==> src/rtl/cnt_rmw_pkg.sv <==
package cnt_rmw_pkg;

  typedef enum logic {
    OP_UPDATE   = 1'b0,
    OP_READBACK = 1'b1
  } cnt_op_e;

endpackage

==> src/rtl/cnt_req_pipe.sv <==
// Request pipeline: one stage per cycle of memory read latency, plus
// occupancy tracking that drives the input handshake.
module cnt_req_pipe
  import cnt_rmw_pkg::*;
#(
  parameter int ADDR_W      = 22,
  parameter int PINC_W      = 16,
  parameter int BINC_W      = 24,
  parameter int RD_LAT      = 4,
  parameter int MAX_INFLIGHT = 4
) (
  input  logic              clk,
  input  logic              rst_n,
  input  logic              in_valid,
  input  cnt_op_e           in_op,
  input  logic [ADDR_W-1:0] in_addr,
  input  logic [PINC_W-1:0] in_pinc,
  input  logic [BINC_W-1:0] in_binc,
  output logic              in_ready,
  output logic              accept,
  output logic              tail_valid,
  output cnt_op_e           tail_op,
  output logic [ADDR_W-1:0] tail_addr,
  output logic [PINC_W-1:0] tail_pinc,
  output logic [BINC_W-1:0] tail_binc
);

  localparam int CW = $clog2(RD_LAT + 2);
  localparam logic [CW-1:0] MAX_C = CW'(MAX_INFLIGHT);

  logic [RD_LAT-1:0] vld_q, vld_d;
  cnt_op_e           op_q   [RD_LAT];
  logic [ADDR_W-1:0] addr_q [RD_LAT];
  logic [PINC_W-1:0] pinc_q [RD_LAT];
  logic [BINC_W-1:0] binc_q [RD_LAT];
  logic [CW-1:0]     total;
  logic [CW-1:0]     staying;

  // occupancy: entries that remain in the pipe after this cycle
  always_comb begin
    total = '0;
    for (int k = 0; k < RD_LAT; k++) total = total + CW'(vld_q[k]);
    staying  = total - CW'(vld_q[RD_LAT-1]);
    in_ready = rst_n && (staying < MAX_C);
    accept   = in_valid && in_ready;
  end

  always_comb begin
    vld_d[0] = accept;
    for (int k = 1; k < RD_LAT; k++) vld_d[k] = vld_q[k-1];
  end

  always_ff @(posedge clk or negedge rst_n) begin
    if (!rst_n) vld_q <= '0;
    else        vld_q <= vld_d;
  end

  generate
    for (genvar s = 0; s < RD_LAT; s++) begin : g_stage
      if (s == 0) begin : g_head
        always_ff @(posedge clk) begin
          if (accept) begin
            op_q[0]   <= in_op;
            addr_q[0] <= in_addr;
            pinc_q[0] <= in_pinc;
            binc_q[0] <= in_binc;
          end
        end
      end else begin : g_body
        always_ff @(posedge clk) begin
          if (vld_q[s-1]) begin
            op_q[s]   <= op_q[s-1];
            addr_q[s] <= addr_q[s-1];
            pinc_q[s] <= pinc_q[s-1];
            binc_q[s] <= binc_q[s-1];
          end
        end
      end
    end
  endgenerate

  assign tail_valid = vld_q[RD_LAT-1];
  assign tail_op    = op_q[RD_LAT-1];
  assign tail_addr  = addr_q[RD_LAT-1];
  assign tail_pinc  = pinc_q[RD_LAT-1];
  assign tail_binc  = binc_q[RD_LAT-1];

  assert_occupancy_R8: assert property (@(posedge clk) disable iff (!rst_n)
    total <= MAX_C)
    else $error("in-flight count above limit");

  assert_hold_when_busy_R8: assert property (@(posedge clk) disable iff (!rst_n)
    (in_valid && !in_ready) |=> !vld_q[0])
    else $error("request entered while not ready");

endmodule

==> src/rtl/cnt_fwd_cmp.sv <==
// Write-back history and address comparator: replaces stale read data with
// the newest value written to the same address during the read window.
module cnt_fwd_cmp #(
  parameter int ADDR_W = 22,
  parameter int WORD_W = 72,
  parameter int RD_LAT = 4
) (
  input  logic              clk,
  input  logic              rst_n,
  input  logic              wr_en,
  input  logic [ADDR_W-1:0] wr_addr,
  input  logic [WORD_W-1:0] wr_data,
  input  logic [ADDR_W-1:0] look_addr,
  input  logic [WORD_W-1:0] mem_data,
  output logic [WORD_W-1:0] base
);

  logic [RD_LAT-1:0] hv_q, hv_d;
  logic [ADDR_W-1:0] ha_q [RD_LAT];
  logic [WORD_W-1:0] hd_q [RD_LAT];

  always_comb begin
    hv_d[0] = wr_en;
    for (int k = 1; k < RD_LAT; k++) hv_d[k] = hv_q[k-1];
  end

  always_ff @(posedge clk or negedge rst_n) begin
    if (!rst_n) hv_q <= '0;
    else        hv_q <= hv_d;
  end

  generate
    for (genvar s = 0; s < RD_LAT; s++) begin : g_hist
      if (s == 0) begin : g_head
        always_ff @(posedge clk) begin
          if (wr_en) begin
            ha_q[0] <= wr_addr;
            hd_q[0] <= wr_data;
          end
        end
      end else begin : g_body
        always_ff @(posedge clk) begin
          if (hv_q[s-1]) begin
            ha_q[s] <= ha_q[s-1];
            hd_q[s] <= hd_q[s-1];
          end
        end
      end
    end
  endgenerate

  // newest matching write (lowest index) wins
  always_comb begin
    base = mem_data;
    for (int k = RD_LAT - 1; k >= 0; k--) begin
      if (hv_q[k] && (ha_q[k] == look_addr)) base = hd_q[k];
    end
  end

endmodule

==> src/rtl/cnt_sat_add.sv <==
// Adds the two increments to their fields, each clamped at all-ones.
module cnt_sat_add #(
  parameter int PKT_W  = 32,
  parameter int BYTE_W = 40,
  parameter int PINC_W = 16,
  parameter int BINC_W = 24
) (
  input  logic [PKT_W+BYTE_W-1:0] base,
  input  logic [PINC_W-1:0]       pinc,
  input  logic [BINC_W-1:0]       binc,
  output logic [PKT_W+BYTE_W-1:0] sum
);

  logic [PKT_W:0]  pkt_ext;
  logic [BYTE_W:0] byte_ext;

  always_comb begin
    pkt_ext  = {1'b0, base[PKT_W+BYTE_W-1:BYTE_W]} + (PKT_W+1)'(pinc);
    byte_ext = {1'b0, base[BYTE_W-1:0]} + (BYTE_W+1)'(binc);
    sum[PKT_W+BYTE_W-1:BYTE_W] = pkt_ext[PKT_W]   ? '1 : pkt_ext[PKT_W-1:0];
    sum[BYTE_W-1:0]            = byte_ext[BYTE_W] ? '1 : byte_ext[BYTE_W-1:0];
  end

endmodule

==> src/rtl/cnt_rmw_engine.sv <==
module cnt_rmw_engine
  import cnt_rmw_pkg::*;
#(
  parameter int ADDR_W       = 22,
  parameter int PKT_W        = 32,
  parameter int BYTE_W       = 40,
  parameter int PINC_W       = 16,
  parameter int BINC_W       = 24,
  parameter int RD_LAT       = 4,
  parameter int MAX_INFLIGHT = 4,
  localparam int WORD_W      = PKT_W + BYTE_W
) (
  input  logic              clk,
  input  logic              rst_n,
  input  logic              req_valid,
  output logic              req_ready,
  input  logic              req_readback,
  input  logic [ADDR_W-1:0] req_addr,
  input  logic [PINC_W-1:0] req_pkt_inc,
  input  logic [BINC_W-1:0] req_byte_inc,
  output logic              rsp_valid,
  output logic [ADDR_W-1:0] rsp_addr,
  output logic [PKT_W-1:0]  rsp_pkt,
  output logic [BYTE_W-1:0] rsp_byte,
  output logic              mem_rd_en,
  output logic [ADDR_W-1:0] mem_rd_addr,
  input  logic [WORD_W-1:0] mem_rd_data,
  output logic              mem_wr_en,
  output logic [ADDR_W-1:0] mem_wr_addr,
  output logic [WORD_W-1:0] mem_wr_data
);

  // reset: asserts at once, releases after two clock edges
  logic [1:0] rst_sync_q;
  logic       rst_ok_n;

  always_ff @(posedge clk or negedge rst_n) begin
    if (!rst_n) rst_sync_q <= 2'b00;
    else        rst_sync_q <= {rst_sync_q[0], 1'b1};
  end
  assign rst_ok_n = rst_sync_q[1];

  logic              accept;
  logic              tail_valid;
  cnt_op_e           tail_op;
  logic [ADDR_W-1:0] tail_addr;
  logic [PINC_W-1:0] tail_pinc;
  logic [BINC_W-1:0] tail_binc;
  logic [WORD_W-1:0] base_word;
  logic [WORD_W-1:0] sum_word;
  logic              tail_rb;

  cnt_req_pipe #(
    .ADDR_W(ADDR_W), .PINC_W(PINC_W), .BINC_W(BINC_W),
    .RD_LAT(RD_LAT), .MAX_INFLIGHT(MAX_INFLIGHT)
  ) u_pipe (
    .clk        (clk),
    .rst_n      (rst_ok_n),
    .in_valid   (req_valid),
    .in_op      (cnt_op_e'(req_readback)),
    .in_addr    (req_addr),
    .in_pinc    (req_pkt_inc),
    .in_binc    (req_byte_inc),
    .in_ready   (req_ready),
    .accept     (accept),
    .tail_valid (tail_valid),
    .tail_op    (tail_op),
    .tail_addr  (tail_addr),
    .tail_pinc  (tail_pinc),
    .tail_binc  (tail_binc)
  );

  assign mem_rd_en   = accept;
  assign mem_rd_addr = req_addr;

  cnt_fwd_cmp #(
    .ADDR_W(ADDR_W), .WORD_W(WORD_W), .RD_LAT(RD_LAT)
  ) u_cmp (
    .clk       (clk),
    .rst_n     (rst_ok_n),
    .wr_en     (mem_wr_en),
    .wr_addr   (mem_wr_addr),
    .wr_data   (mem_wr_data),
    .look_addr (tail_addr),
    .mem_data  (mem_rd_data),
    .base      (base_word)
  );

  cnt_sat_add #(
    .PKT_W(PKT_W), .BYTE_W(BYTE_W), .PINC_W(PINC_W), .BINC_W(BINC_W)
  ) u_add (
    .base (base_word),
    .pinc (tail_pinc),
    .binc (tail_binc),
    .sum  (sum_word)
  );

  assign tail_rb     = (tail_op == OP_READBACK);
  assign mem_wr_en   = tail_valid;
  assign mem_wr_addr = tail_addr;
  assign mem_wr_data = tail_rb ? '0 : sum_word;

  // response register
  logic              rsp_valid_q, rsp_valid_d;
  logic              rsp_load;
  logic [ADDR_W-1:0] rsp_addr_q;
  logic [WORD_W-1:0] rsp_word_q;

  always_comb begin
    rsp_load    = tail_valid && tail_rb;
    rsp_valid_d = rsp_load;
  end

  always_ff @(posedge clk or negedge rst_ok_n) begin
    if (!rst_ok_n) rsp_valid_q <= 1'b0;
    else           rsp_valid_q <= rsp_valid_d;
  end

  always_ff @(posedge clk) begin
    if (rsp_load) begin
      rsp_addr_q <= tail_addr;
      rsp_word_q <= base_word;
    end
  end

  assign rsp_valid = rsp_valid_q;
  assign rsp_addr  = rsp_addr_q;
  assign rsp_pkt   = rsp_word_q[WORD_W-1:BYTE_W];
  assign rsp_byte  = rsp_word_q[BYTE_W-1:0];

  assert_rsp_from_readback_R3: assert property (@(posedge clk) disable iff (!rst_ok_n)
    rsp_valid |-> $past(tail_valid && tail_rb))
    else $error("response without readback");

  assert_clear_word_R4: assert property (@(posedge clk) disable iff (!rst_ok_n)
    (tail_valid && tail_rb) |-> (mem_wr_en && mem_wr_data == '0))
    else $error("readback did not clear");

  assert_no_wrap_R7: assert property (@(posedge clk) disable iff (!rst_ok_n)
    (tail_valid && !tail_rb) |->
      (mem_wr_data[WORD_W-1:BYTE_W] >= base_word[WORD_W-1:BYTE_W] &&
       mem_wr_data[BYTE_W-1:0] >= base_word[BYTE_W-1:0]))
    else $error("counter wrapped");

  assert_rd_only_on_ready_R8: assert property (@(posedge clk) disable iff (!rst_ok_n)
    mem_rd_en |-> req_ready)
    else $error("read issued while not ready");

endmodule

==> config.mk <==
export PLATFORM = sky130hd
export DESIGN_NAME = cnt_rmw_engine
export DESIGN_NICKNAME = d
export VERILOG_FILES = /design/src/rtl/cnt_rmw_pkg.sv /design/src/rtl/cnt_req_pipe.sv /design/src/rtl/cnt_fwd_cmp.sv /design/src/rtl/cnt_sat_add.sv /design/src/rtl/cnt_rmw_engine.sv
export SDC_FILE = /design/constraint.sdc
export NUM_CORES = 1
export LEC_CHECK = 0
export BUFFER_PORTS_ARGS = -buffer_cell sky130_fd_sc_hd__buf_2
export CAP_MARGIN = 20
export CORE_MARGIN = 1
export CORE_UTILIZATION = 50
export CTS_CLUSTER_DIAMETER = 60
export DETAILED_ROUTE_END_ITERATION = 10
export PLACE_DENSITY_LB_ADDON = 0.2
export SYNTH_ARGS = -nofsm -noshare
export SYNTH_HDL_FRONTEND = slang
export SYNTH_SLANG_ARGS = --single-unit
==> constraint.sdc <==
create_clock -name clk -period 22 [get_ports clk]
set_input_delay 5.5 -clock clk [delete_from_list [all_inputs] [get_ports clk]]
set_output_delay 5.5 -clock clk [all_outputs]
set_load 0.005 [all_outputs]
### Yosys cells after proc, flatten, opt, wreduce, memory -nomap -nowiden

Memory sizes are Yosys's and may differ from the RTL's.
Cells that the tools add are included.

* register bits after elaboration: 105
* memory bits (writable): 628
* input port bits: 138
* output and inout port bits: 214
* word-level logic and storage cells: 53
* memories: 6

Memory list
* u_cmp.hd_q: words 4, bits a word 72, read ports 4, clocked after Yosys merged registers in 0, wr ports 4, line cnt_fwd_cmp.sv:20 `logic [WORD_W-1:0] hd_q [RD_LAT];`
* u_pipe.binc_q: words 4, bits a word 24, read ports 4, clocked after Yosys merged registers in 0, wr ports 4, line cnt_req_pipe.sv:35 `logic [BINC_W-1:0] binc_q [RD_LAT];`
* u_cmp.ha_q: words 4, bits a word 22, read ports 4, clocked after Yosys merged registers in 0, wr ports 4, line cnt_fwd_cmp.sv:19 `logic [ADDR_W-1:0] ha_q [RD_LAT];`
* u_pipe.addr_q: words 4, bits a word 22, read ports 4, clocked after Yosys merged registers in 0, wr ports 4, line cnt_req_pipe.sv:33 `logic [ADDR_W-1:0] addr_q [RD_LAT];`
* u_pipe.pinc_q: words 4, bits a word 16, read ports 4, clocked after Yosys merged registers in 0, wr ports 4, line cnt_req_pipe.sv:34 `logic [PINC_W-1:0] pinc_q [RD_LAT];`
* u_pipe.op_q: words 4, bits a word 1, read ports 4, clocked after Yosys merged registers in 0, wr ports 4, line cnt_req_pipe.sv:32 `cnt_op_e op_q [RD_LAT];`

* add/sub/neg operators: 6
* $lt $le $gt $ge: 1
* eq/ne operators: 4
* mux-type cells: 23
* reduce and logical (&&, ||, !) cells: 7

Operators by type and width (count)
* two-way mux 72 bit: 5
* == test 22 bit: 4
* adder 40 x 24 -> 41 bit: 1
* two-way mux 40 bit: 1
* adder 32 x 16 -> 33 bit: 1
* two-way mux 32 bit: 1
* two-way mux 1 bit: 16
* logical AND 1 bit: 7
* adder 3 x 1 -> 3 bit: 2
* < comparator 3 bit, second input constant: 1
* subtractor 3 x 1 -> 3 bit: 1
* adder 1 x 1 -> 2 bit: 1

### Logic depth before layout (Yosys ltp)

An unclocked memory read counts as a cell.

* depth after elaboration: 10
* mapped depth: 28
* gate-level depth less buffers: 21

### By module

A second synthesis with hierarchy kept.

* cell total of the unflattened synthesis: 2004
* area, all modules: 30161.4 sq um

By module, submodules not included
* cnt_fwd_cmp: times used 1, cells each 1094, area each 15904.0 sq um, seq. area each 11390.9 sq um
* cnt_req_pipe: times used 1, cells each 271, area each 7793.7 sq um, seq. area each 7667.4 sq um
* cnt_rmw_engine: times used 1, cells each 201, area each 3565.9 sq um, seq. area each 2897.8 sq um
* cnt_sat_add: times used 1, cells each 438, area each 2897.8 sq um, seq. area each 0.0 sq um

### Worst setup path after synthesis

Ideal clock, no wire load.

* path kind: input -> output
* start: input port mem_rd_data[0]
* end: output port mem_wr_data[10]
* arrival time: 8.987 ns
* data required time: 16.500 ns
* slack: 7.513 ns
* stages on the path: 19
* path buffers: 2
* cell sequence: mux2i_1 a211oi_1 a21oi_1 o21ai_0 ha_1 inv_1 fa_1 nor2b_1 o211a_1 o2111ai_1 nand4b_1 a21oi_1 o31a_1 a2111oi_4 nand4_4 or2_1 buf_6 buf_12 a21oi_2

* cells in the longest elaborated chain, start to end: 7

Ends and longest elaborated chain
* from (decl): line cnt_rmw_engine.sv:27 `input logic [WORD_W-1:0] mem_rd_data,`
* two-way mux 72 bit (4 in series): line cnt_fwd_cmp.sv:56 `if (hv_q[k] && (ha_q[k] == look_addr)) base = hd_q[k];`
* via base_word[0]: line cnt_rmw_engine.sv:49 `logic [WORD_W-1:0] base_word;`
* adder 40 x 24 -> 41 bit: line cnt_sat_add.sv:19 `byte_ext = {1'b0, base[BYTE_W-1:0]} + (BYTE_W+1)'(binc);`
* two-way mux 40 bit: line cnt_sat_add.sv:21 `sum[BYTE_W-1:0] = byte_ext[BYTE_W] ? '1 : byte_ext[BYTE_W-1:0];`
* two-way mux 72 bit: line cnt_rmw_engine.sv:101 `assign mem_wr_data = tail_rb ? '0 : sum_word;`
* to (decl): line cnt_rmw_engine.sv:30 `output logic [WORD_W-1:0] mem_wr_data`

The timed path passes the listed nets, and every way through them passes these cells.

### Final worst setup path

* start: input port mem_rd_data[0]
* end: output port mem_wr_data[4]

Same word-level chain as after synthesis.

==> results.yml <==
sta:
  final_max_slew_viol_count: 0
  rsz0062_at_grt: "no"
  finalHoldViolCount: 0
  clock.fmax_mhz: 62.9
  relSlewSlack_pct: 25.8
  setup_viol: 0
  setup-tns-final_ns: 0
  skew_ns: 0.0193
  min_period_ns: 15.89
  hold_ws_ns: 0.201
  worstMarginPinSlew_ns: 1.11
  post-route-period-util_pct: 72.2
route:
  drc: 0
  first_iter_violations: 1679
  vias: 18163
  vias_per_cell: 5.85
  postRouteAntennaNets: 0
  wirelength_um: 75100
  wl_per_cell_um: 24.2
  firstDrtPassIters: 7
worst_setup_path:
  crit_path_start_kind: "input pin"
  critPathKind: "input pin to primary output"
  worstSetupEndpointType: "primary output"
  worst-r2r-setup-slack_ns: 14.11
  r2r_end: "u_cmp.hd_q[0][4]"
  crit_end: "mem_wr_data[4]"
  crit_fanout: 35
  crit_start: "mem_rd_data[0]"
  arrival_ns: 10.39
  crit-reg2reg-launch: "u_pipe.addr_q[3][3]"
  critPathRequiredTime_ns: 16.50
  rr_worst_depth: 23
global_routing:
  grt_use_total_pct: 24.8
  grt_max_degree: 73
  gr-total-overflow: 0
  grt_pass1_vias: 17677
  antenna_found_initial: 7
  grt_pass1_wl_um: 111000
power_and_ir_drop:
  switching_power_mw: 0.703
  ir_worst_vdd_v: 0.000102
  pwr-share-clk_pct: 41.3
  power_frac_comb_pct: 6.1
  p_per_area_nw_per_um2: 90.9
  power_leakage_nw: 12.5
  power.share.sequential_pct: 52.6
  p_sw_share_pct: 22.2
  total_power_mw: 3.17
  intPower_mw: 2.46
yosys:
  ys_seq_area_share_pct: 73.5
  syn_area_per_cell_um2: 15.6
  yosys.cell_types.count: 85
  ys_dominant_reg_cell: "edfxtp_1"
  yosysMostFrequentCell: "edfxtp_1"
  synth_common_cells: "edfxtp_1, o21ai_0, a21oi_1, nand2_1, nor2_1"
  netlist_area_um2: 29900
  ys_ff_latch: 733
  synthCells: 1911
  syn_nets: 2094
  ys_warn_count: 0
  yosysTopAreaCellShare_pct: 72.6
  synth_area_leaders: "edfxtp_1, xnor2_1, xor2_1, mux2i_1, ha_1"
  synth_edf_count: 722
  ys_async_sr_fraction_pct: 1.50
  yosysTopAreaCell: "edfxtp_1"
flow_run:
  max_cap_violations: 0
clock_tree:
  cts-htree-levels: 3
  clk_pin_slew_ns: 0.06
  clockRootBuffer: "clkbuf_16"
  cts_buffers: 77
  cts_resized: 0
  hold_buffers: 0
  cts_sinks: 733
  cts.path.max_buffers: 3
  clkLatencyLatePin_ns: 0.62
  cts_tree: "built"
  cts_setup_buffers: 0
die:
  initial_core_util_pct: 50.6
  chipWidth_um: 246
  die_h_um: 246
  core_um2: 59000
  dieArea_um2: 60700
  num_rows: 89
  ios: 352
finish:
  fin_cells: 3105
  area_growth_syn_to_layout_pct: 16.7
  final_nets: 2450
  drive_gt1_share_pct: 24.0
placement:
  dp_hpwl_um: 49100
  dp.cells: 2961
  port-buffer-count: 351
  routabilityCongestion: 0.928
outcome:
  status: "finished, final reports clean"
min_path:
  hp-class: "flop to asynchronous set/reset pin"
-- layout by cell type (no fill, tap or decap), types with 43 or more instances in the layout --
cell type	synthesis	routed
edfxtp_1	722	722
buf_2	14	351
o21ai_0	104	104
a21oi_1	85	85
nand2_1	85	84
nor2_1	85	84
clkbuf_16	0	80
xnor2_1	72	72
xor2_1	69	69
mux2i_1	60	60
a211oi_1	54	54
nand3_1	43	43
ha_1	43	43
-- per-layer routing --
layer	share of wire, %	global-route usage, %	wire length [µm]	vias to the layer above
met2	47	39.5	35500	890
met4	2.9	8.01	2180	6
met1	41	34.5	31000	8999
met3	8.5	4.63	6370	140
li1	-	-	-	8128
met5	0.043	0	32	-
-- power groups by stage --
stage                     logic (mW)  clock network (mW)  registers, mW
after detailed placement       0.193                   0           1.69
final                          0.193                1.31           1.67
after CTS                      0.194                1.33           1.67
after global routing           0.211                1.39           1.67
after floorplan                0.102                   0           1.69
after global placement         0.190                   0           1.69
-- metrics by stage --
| stage | utilization [%] | instance area (µm²) | setup WS, ns |
|---|---|---|---|
| 5_1_grt | 59.0 | 34800 | 5.81 |
| 2_1_floorplan | - | 29900 | 7.51 |
| 6_report | 59.0 | 34800 | 6.11 |
| 3_3_place_gp | 54.7 | 32300 | 6.42 |
| 3_5_place_dp | 54.7 | 32300 | 6.19 |
| 4_1_cts | 59.0 | 34800 | 6.15 |
-- kinds of logic (layout without fill, tap and decap cells) --
| logic type | after synthesis | in the layout | synth area share [%] |
|---|---|---|---|
| flip-flops | 733 | 733 | 73.5 |
| AO/OA/AOI/OAI | 422 | 422 | 9.46 |
| AND/OR/NAND/NOR | 368 | 368 | 6.57 |
| XOR/XNOR | 141 | 141 | 4.14 |
| buffers and inverters | 141 | 558 | 2.36 |
| multiplexers | 60 | 60 | 2.01 |
| adder cells (fa/ha/maj) | 45 | 45 | 1.94 |
| other | 1 | 5 | 0.0126 |
-- final cells by class --
cell class	count	area, µm²
flip-flops and latches	733	22000
clock buffers	93	2050
inverters	40	150
diodes	4	10.0
well taps	773	967
clock inverters	47	490
fillers	4598	24200
multi-input cells	1037	7230
repair buffers	378	1960
-- worst max-delay path, stage by stage --
cell	delay [ns]
buf_2	0.12
mux2i_1	0.07
a211oi_1	0.26
a21oi_1	0.06
o21ai_0	0.26
ha_1	0.26
inv_1	0.07
fa_1	0.40
nor2b_1	0.18
o211a_1	0.21
o2111ai_1	0.22
nand4b_1	0.20
a21oi_1	0.10
o31a_1	0.48
a2111oi_4	0.63
nand4_4	0.19
or2_2	0.32
buf_4	0.33
a21oi_1	0.30
buf_2	0.16
-- worst min path at each step --
stage / from / end / slack, ns / cells after the start
5_1_grt: rst_sync_q[1] / u_cmp.hv_q[3] / 0.24 / 0
2_1_floorplan: rst_sync_q[1] / rsp_valid / 0.12 / 0
3_5_place_dp: rst_sync_q[1] / u_pipe.vld_q[2] / 0.22 / 0
3_3_place_gp: rst_sync_q[1] / u_pipe.vld_q[1] / 0.21 / 0
4_1_cts: rst_sync_q[1] / u_cmp.hv_q[3] / 0.21 / 0
6_report: rst_sync_q[1] / u_cmp.hv_q[1] / 0.20 / 0
-- flip-flops by register name, indices dropped and copies added (netlist names) --
signal         cells
u_cmp.hv_q         4
rst_sync_q         2
u_pipe.addr_q     88
u_pipe.vld_q       4
rsp_valid          1
u_pipe.op_q        4
u_pipe.pinc_q     64
u_pipe.binc_q     96
rsp_word_q        72
rsp_addr          22
u_cmp.ha_q        88
u_cmp.hd_q       288
Power figures use the tool's default switching activity.
